===== src/rtl/pwr_cke_pkg.sv =====
package pwr_cke_pkg;
  typedef enum logic [2:0] {
    CMD_NOP   = 3'd0,
    CMD_DESEL = 3'd1,
    CMD_ACT   = 3'd2,
    CMD_RD    = 3'd3,
    CMD_WR    = 3'd4,
    CMD_PRE   = 3'd5,
    CMD_AREF  = 3'd6,
    CMD_MODE  = 3'd7
  } cmd_e;

  typedef enum logic [2:0] {
    PS_NORMAL = 3'd0,
    PS_PPD    = 3'd1,
    PS_APD    = 3'd2,
    PS_SREF   = 3'd3,
    PS_SRX    = 3'd4
  } pstate_e;
endpackage


===== src/rtl/cke_evt_dec.sv =====
module cke_evt_dec
  import pwr_cke_pkg::*;
(
  input  logic       cke_i,
  input  logic       cke_prev_i,
  input  logic [2:0] cmd_i,
  output logic       rise_o,
  output logic       fall_o,
  output logic       quiet_o,
  output logic       aref_o,
  output logic       rd_o
);
  cmd_e cmd;
  assign cmd     = cmd_e'(cmd_i);
  assign rise_o  = ~cke_prev_i & cke_i;
  assign fall_o  = cke_prev_i & ~cke_i;
  assign quiet_o = (cmd == CMD_NOP) || (cmd == CMD_DESEL);
  assign aref_o  = (cmd == CMD_AREF);
  assign rd_o    = (cmd == CMD_RD);
endmodule


===== src/rtl/srx_timer.sv =====
module srx_timer #(
  parameter int EXIT_CYC = 200
) (
  input  logic clk_i,
  input  logic rst_ni,
  input  logic load_i,
  output logic done_o
);
  localparam int CW = (EXIT_CYC > 2) ? $clog2(EXIT_CYC) : 1;
  localparam logic [CW-1:0] LOAD_VAL = CW'(EXIT_CYC - 1);

  logic [CW-1:0] cnt_q;

  always_ff @(posedge clk_i or negedge rst_ni) begin
    if (!rst_ni)            cnt_q <= '0;
    else if (load_i)        cnt_q <= LOAD_VAL;
    else if (cnt_q != '0)   cnt_q <= cnt_q - 1'b1;
  end

  // last blocked cycle of the window
  assign done_o = (cnt_q == CW'(1));

  generate
    if (EXIT_CYC > 2) begin : g_chk

      no_early_done_chk: assert property (@(posedge clk_i) disable iff (!rst_ni)
        load_i |=> !done_o);
    end
  endgenerate
endmodule


===== src/rtl/pwr_cke_ctrl.sv =====
module pwr_cke_ctrl
  import pwr_cke_pkg::*;
#(
  parameter int EXIT_CYC = 200
) (
  input  logic       clk_i,
  input  logic       rst_ni,
  input  logic       cke_i,
  input  logic       cke_prev_i,
  input  logic [2:0] cmd_i,
  input  logic       all_idle_i,
  input  logic       busy_i,
  output logic [2:0] state_o,
  output logic       rd_ok_o,
  output logic       viol_o
);
  pstate_e st_q, st_d;
  logic rise, fall, quiet, aref, rd;
  logic vio_d, viol_q, tmr_load, tmr_done;

  cke_evt_dec u_dec (
    .cke_i     (cke_i),
    .cke_prev_i(cke_prev_i),
    .cmd_i     (cmd_i),
    .rise_o    (rise),
    .fall_o    (fall),
    .quiet_o   (quiet),
    .aref_o    (aref),
    .rd_o      (rd)
  );

  srx_timer #(.EXIT_CYC(EXIT_CYC)) u_tmr (
    .clk_i (clk_i),
    .rst_ni(rst_ni),
    .load_i(tmr_load),
    .done_o(tmr_done)
  );

  always_comb begin
    st_d     = st_q;
    vio_d    = 1'b0;
    tmr_load = 1'b0;
    unique case (st_q)
      PS_NORMAL: if (fall) begin
        if (busy_i)                  vio_d = 1'b1;
        else if (aref && all_idle_i) st_d  = PS_SREF;
        else if (quiet)              st_d  = all_idle_i ? PS_PPD : PS_APD;
        else                         vio_d = 1'b1;
      end
      PS_PPD, PS_APD: if (rise) begin
        st_d  = PS_NORMAL;
        vio_d = ~quiet;
      end
      PS_SREF: if (rise) begin
        st_d     = PS_SRX;
        tmr_load = 1'b1;
        vio_d    = ~quiet;
      end
      PS_SRX: begin
        vio_d = rd | fall;
        if (tmr_done) st_d = PS_NORMAL;
      end
      default: st_d = PS_NORMAL;
    endcase
  end

  always_ff @(posedge clk_i or negedge rst_ni) begin
    if (!rst_ni) begin
      st_q   <= PS_NORMAL;
      viol_q <= 1'b0;
    end else begin
      st_q   <= st_d;
      viol_q <= vio_d;
    end
  end

  assign state_o = st_q;
  assign rd_ok_o = (st_q == PS_NORMAL);
  assign viol_o  = viol_q;


  busy_fall_chk: assert property (@(posedge clk_i) disable iff (!rst_ni)
    (st_q == PS_NORMAL && fall && busy_i) |=> (viol_o && state_o == PS_NORMAL));

  sref_entry_chk: assert property (@(posedge clk_i) disable iff (!rst_ni)
    (st_q == PS_NORMAL && fall && aref && all_idle_i && !busy_i) |=> state_o == PS_SREF);

  pd_exit_chk: assert property (@(posedge clk_i) disable iff (!rst_ni)
    ((st_q == PS_PPD || st_q == PS_APD) && rise) |=> state_o == PS_NORMAL);

  srx_entry_chk: assert property (@(posedge clk_i) disable iff (!rst_ni)
    (st_q == PS_SREF && rise) |=> (state_o == PS_SRX && !rd_ok_o));

  srx_read_chk: assert property (@(posedge clk_i) disable iff (!rst_ni)
    (st_q == PS_SRX && rd) |=> viol_o);

  noisy_exit_chk: assert property (@(posedge clk_i) disable iff (!rst_ni)
    ((st_q == PS_PPD || st_q == PS_APD || st_q == PS_SREF) && rise && !quiet) |=> viol_o);
endmodule


===== config.mk =====
export PLATFORM = sky130hd
export DESIGN_NAME = pwr_cke_ctrl
export DESIGN_NICKNAME = d
export VERILOG_FILES = /design/src/rtl/pwr_cke_pkg.sv /design/src/rtl/cke_evt_dec.sv /design/src/rtl/srx_timer.sv /design/src/rtl/pwr_cke_ctrl.sv
export SDC_FILE = /design/constraint.sdc
export NUM_CORES = 1
export LEC_CHECK = 0
export ABC_AREA = 0
export BUFFER_PORTS_ARGS = -buffer_cell sky130_fd_sc_hd__buf_2
export CORE_UTILIZATION = 30
export DETAILED_ROUTE_END_ITERATION = 10
export PLACE_DENSITY = 0.47
export SLEW_MARGIN = 25
export SYNTH_ARGS = -nofsm -noshare
export SYNTH_HDL_FRONTEND = slang
export SYNTH_SLANG_ARGS = --single-unit
export TNS_END_PERCENT = 10

===== constraint.sdc =====
create_clock -name clk_i -period 3.2 [get_ports clk_i]
set_clock_uncertainty 0.15 [all_clocks]
set_input_delay 0.32 -clock clk_i [delete_from_list [all_inputs] [get_ports clk_i]]
set_output_delay 0.32 -clock clk_i [all_outputs]
set_load 0.05 [all_outputs]

==> results of run 1 <==
stage by stage:
stage / hold slack, ns / std cells / worst slack (ns)
6_report: 0.195 / 124 / 1.25
3_5_place_dp: 0.0752 / 120 / 1.25
5_1_grt: 0.201 / 124 / 1.10
2_1_floorplan: -0.126 / 80 / 0.968
4_1_cts: 0.192 / 124 / 1.26
3_3_place_gp: 0.0728 / 120 / 1.23
cell families after synthesis:
| family | count (synthesis) | share of synthesized area |
|---|---|---|
| DFF | 12 | 0.400 |
| AOI/OAI and AO/OA | 23 | 0.205 |
| adders and majority gates | 3 | 0.0500 |
| buffers and inverters | 8 | 0.0417 |
| and+or+nand+nor | 33 | 0.290 |
| muxes | 1 | 0.0133 |
registers in the layout, summed over array words and instances (netlist names):
signal       flops
u_tmr.cnt_q      8
state_o          3
viol_o           1
metal layers:
layer | GRT usage | share of wire | vias to the layer above | wire length, µm
li1 | - | - | 345 | -
met1 | 0.190 | 0.52 | 308 | 839
met2 | 0.212 | 0.43 | 6 | 693
met3 | 0.0614 | 0.033 | 4 | 54
met4 | 0.0541 | 0.017 | 0 | 27
met5 | 0 | 0 | - | 0
final timing paths:
path	to	from	slack (ns)	depth (start not counted)
worst max-delay path	u_tmr.cnt_q[2]	u_tmr.cnt_q[0]	1.25	5
worst min-delay path	state_o[1]	busy_i	0.20	3
worst max register to register	u_tmr.cnt_q[2]	u_tmr.cnt_q[0]	1.25	5
worst min register to register	state_o[1]	state_o[2]	0.42	1
max in group asynchronous	u_tmr.cnt_q[3]	rst_ni	2.38	2
min in group asynchronous	u_tmr.cnt_q[7]	rst_ni	0.29	2
worst max-delay path: stages (launching register included):
cell	delay, ns
dfrtp_1	0.47
inv_1	0.14
ha_1	0.16
or4b_1	0.48
o311ai_0	0.30
o211ai_1	0.13
cell type report:
class                      instances  area (µm²)
timing repair buffer              14        75.1
sequential                        12         300
clock buffer                       3        22.5
multi-input combinational         60         419
tap                               28        35.0
inverter                           7        26.3
fill                             227        1400
cell usage in the layout, fill, tap and decap left out, drive strengths merged, types with 2 or more instances in the layout:
master / netlist / layout
ha: 3 / 3
nand2: 3 / 3
clkbuf: 1 / 3
a21oi: 7 / 7
nand2b: 4 / 4
nor2: 3 / 3
nand3b: 2 / 2
a211o: 2 / 2
nand3: 2 / 2
dfrtp: 12 / 12
or4b: 3 / 3
or4: 3 / 3
o21ai: 4 / 4
or3: 2 / 2
nor4: 2 / 2
buf: 0 / 13
inv: 7 / 7
and2: 2 / 2
what timing repair did:
action	4_1_cts	5_1_grt
resized for setup	0	0
hold buffers	1	0
hold endpoints to repair	12	0
power by group through the flow:
stage	combinational [W]	sequential, W	clock, W
finish	0.000105	0.000172	0.0000975
global placement	0.000106	0.000176	0
detailed placement	0.000105	0.000176	0
global route	0.000113	0.000174	0.000107
floorplan	0.0000448	0.000204	0
CTS	0.000106	0.000173	0.0000989
==> qor.yml, run 1 <==
status: "finished clean"
cp.required_ns: 3.21
cts.sinks: 12
final_area_um2: 878
detail-route-antenna-nets: 0
synth_seq_area_share: 0.400
cts_tree: "built"
synth_top_area_frac: 0.400
post-route-util: 0.386
synth_common_cells: "dfrtp_1, a21oi_1, inv_1"
ir_drop_uv: 250
synth_top_area_cell: "dfrtp_1"
rows: 17
avgViaCountPerCell: 5.35
async_flop_share: 1.00
clock_latency_ns: 0.28
p_sw_frac: 0.382
h-tree-depth: 1
setup_viol: 0
drive_above_1_share: 0.198
first_pass_iters: 4
cts.clk_slew.worst_paths_ns: 0.08
p_int_w: 0.000232
antenna_found_initial: 0
syn_inst: 80
grt_pass1_wl_mm: 2.85
cts_buffers: 3
gp_congestion: 0.785
p_comb_frac: 0.281
yosysUniqueCellTypes: 35
p_clk_frac: 0.260
antennaDiodeCount: 0
vias: 663
endpoint_kind: "flop"
fin_crit_sh: 0.608
grt_max_degree: 13
rsz0062_at_grt: "no"
worstSetupStartpointType: "flop"
overflow: 0
die_area_um2: 2710
syn_avg_cell_area_um2: 9.38
leakagePower_nw: 0.363
drc: 0
clock_path_buffers: 2
synth-seq-cells: 12
pwr-share-seq: 0.459
max_clock_freq_ghz: 0.514
hold_viol: 0
hp-class: "input port to flop"
tns_ns: 0
cts_setup_buffers: 0
io_buffers: 13
worstPathMaxFanout: 8
start_util: 0.330
syn-num-nets: 92
power_density_nw_per_um2: 427
netlist_area_um2: 751
ioPinCount: 14
die_h_um: 52.0
tightestPinTransition_ns: 0.532
coreArea_um2: 2280
yosysWarningCount: 0
dpl.hpwl_mm: 1.23
grt_pass1_vias: 645
switching_power_w: 0.000144
worstPathArrival_ns: 1.95
fin_crit_ns: 1.95
die_w_um: 52.0
synth_most_common_cell: "dfrtp_1"
max_cap_viol_count: 0
critical_path_class: "flop to flop"
final_nets: 110
drtIter0Drc: 9
ys.flop_type: "dfrtp_1"
slew_violations: 0
place_area_um2: 846
root_buffer: "clkbuf_4"
wirelength_mm: 1.62
synth-edff-count: 0
grt_usage: 0.146
synth.area.top_cells: "dfrtp_1, ha_1, a21oi_1"
area_growth_pct: 17.0
p_total_w: 0.000375
relSlewSlack: 0.645
drt-wirelength-per-cell_um: 13.0
Note: power is estimated with default switching activity, not from simulation.
==> run 2, diff against run 1 <==
- PLACE_DENSITY: 0.47 -> 0.49
- clock period: 3.2 -> 1.6 ns (I/O delays scaled with it)
==> run 2 against run 1 <==
Effect of this change: the run now ends with negative setup slack left; combinational power grew 130%; wire length increased by 23%; count of clock-buffer cells in the layout up 1; sequential power increased by 100%; power grew 120%; critical endpoint unchanged; largest power group unchanged.
==> qor.yml, run 2 (synthesis results as in run 1) <==
antennaDiodeCount: 0  # unchanged
leakagePower_nw: 0.442  # +22%
avgViaCountPerCell: 5.24  # -1.9%
ioPinCount: 14  # unchanged
post-place-ws_ns: -0.100  # -1.35 ns
worstPathMaxFanout: 3  # -5
p_int_w: 0.000534  # +130%
die_w_um: 52.0  # unchanged
hold_viol: 0  # unchanged
drive_above_1_share: 0.455  # +0.257
final_common_cell: "buf_4"
p_sw_frac: 0.365  # -0.0170
clock_latency_ns: 0.28  # about the same
drc: 0  # unchanged
tightestPinTransition_ns: 0.326  # -0.206 ns
h-tree-depth: 1  # unchanged
rows: 17  # unchanged
violations: "negative setup slack"
most-common-layout-cells: "buf_4, buf_2, dfrtp_1, a21oi_1, inv_1"
cts_tree: "built"
grt_pass1_wl_mm: 3.35  # +17%
switching_power_w: 0.000308  # +110%
die_h_um: 52.0  # unchanged
cts.clk_slew.worst_paths_ns: 0.08  # about the same
hold_depth: 3  # unchanged
setup_viol: 5  # +5
cts_buffers: 3  # unchanged
overflow: 0  # unchanged
dpl.hpwl_mm: 1.49  # +21%
grt_pass1_vias: 691  # +7.1%
fin_crit_sh: 1.08  # +0.475
rsz0062_at_grt: "yes"
first_pass_iters: 3  # -1
gp_congestion: 0.766  # -2.4%
largest_reg_flops: 8  # unchanged
cp.required_ns: 1.61  # -1.60 ns
pwr-share-seq: 0.417  # -0.042
start_util: 0.330  # unchanged
die_area_um2: 2710  # unchanged
relSlewSlack: 0.782  # +0.137
antenna_found_initial: 0  # unchanged
rr_worst_depth: 5  # unchanged
dpl.cell_count: 134  # +12%
ir_drop_uv: 512  # +110%
final_nets: 125  # +14%
p_comb_frac: 0.287  # +0.006
io_buffers: 13  # unchanged
cts.sinks: 12  # unchanged
p_total_w: 0.000842  # +120%
drt-wirelength-per-cell_um: 14.2  # +8.8%
layout.cells.non_filler: 140  # +13%
power_density_nw_per_um2: 777  # +82%
clock_path_buffers: 2  # unchanged
slew_violations: 0  # unchanged
hp-class: "input port to flop"
wirelength_mm: 1.98  # +23%
worstPathArrival_ns: 1.74  # -0.21 ns
max_clock_freq_ghz: 0.577  # +12%
p_clk_frac: 0.297  # +0.037
vias: 734  # +11%
worstSetupStartpointType: "flop"
critical_path_class: "flop to flop"
max_cap_viol_count: 0  # unchanged
top_register: "u_tmr.cnt_q"
drtIter0Drc: 7  # -2
setup_slack_ns: -0.132  # -1.39 ns
grt_usage: 0.178  # +0.0316
area_growth_pct: 44.3
fin_crit_ns: 1.73  # -0.214 ns
coreArea_um2: 2280  # unchanged
detail-route-antenna-nets: 0  # unchanged
root_buffer: "clkbuf_4"
grt_max_degree: 13  # unchanged
status: "finished, violations left"
endpoint_kind: "flop"
-- run 2: path summary, 6_finish.rpt --
kind	from	slack, ns	to
max	u_tmr.cnt_q[0]	-0.13	u_tmr.cnt_q[2]
max in group asynchronous	rst_ni	0.92	u_tmr.cnt_q[0]
min	busy_i	0.08	state_o[1]
min in group asynchronous	rst_ni	0.13	u_tmr.cnt_q[2]
max reg2reg	u_tmr.cnt_q[0]	-0.13	u_tmr.cnt_q[2]
min reg2reg	state_o[2]	0.46	state_o[1]
-- run 2: routing by layer --
layer  GRT usage  part of all wire  up-vias  wire length, µm
li1            -                 -      372                -
met1       0.204              0.46      351              921
met2       0.299              0.49        7              969
met3      0.0526             0.027        4               53
met4      0.0811             0.019        0               38
met5           0                 0        -                0
-- run 2: through the flow --
stage	instance area (µm²)	setup TNS [ns]	hold WS (ns)	utilization
4_1_cts	1070	-0.252	0.0788	0.470
3_5_place_dp	973	-0.499	-0.0864	0.428
2_1_floorplan	773	-0.492	-0.286	-
3_3_place_gp	973	-0.521	-0.0893	0.428
6_report	1080	-0.283	0.0794	0.476
5_1_grt	1080	-0.774	0.0940	0.476
-- run 2: worst max-delay path: stages, from the launching register on --
cell	delay, ns
dfrtp_2	0.41
inv_2	0.06
ha_1	0.16
or4b_4	0.48
o311ai_2	0.23
o211ai_1	0.14
-- run 2: what timing repair did --
| item | 4_1_cts | 5_1_grt |
|---|---|---|
| setup buffers | 1 | 0 |
| hold buffers | 1 | 0 |
| hold endpoints to repair | 12 | 0 |
| pin swaps | 4 | 1 |
| setup endpoints to repair | 9 | 10 |
| resized for setup | 7 | 4 |
-- run 2: area by class of cell --
class / instances / area, µm²
multi-input combinational: 60 / 490
tap: 28 / 35.0
inverter: 7 / 26.3
timing repair buffer: 29 / 190
clock buffer: 4 / 36.3
sequential: 12 / 305
fill: 225 / 1190
-- run 2: power by group through the flow --
stage	registers [W]	logic, W	clock network [W]
after floorplan	0.000409	0.0000977	0
after global placement	0.000353	0.000226	0
after detailed placement	0.000354	0.000226	0
after CTS	0.000350	0.000235	0.000257
after global routing	0.000354	0.000255	0.000273
final	0.000351	0.000241	0.000250
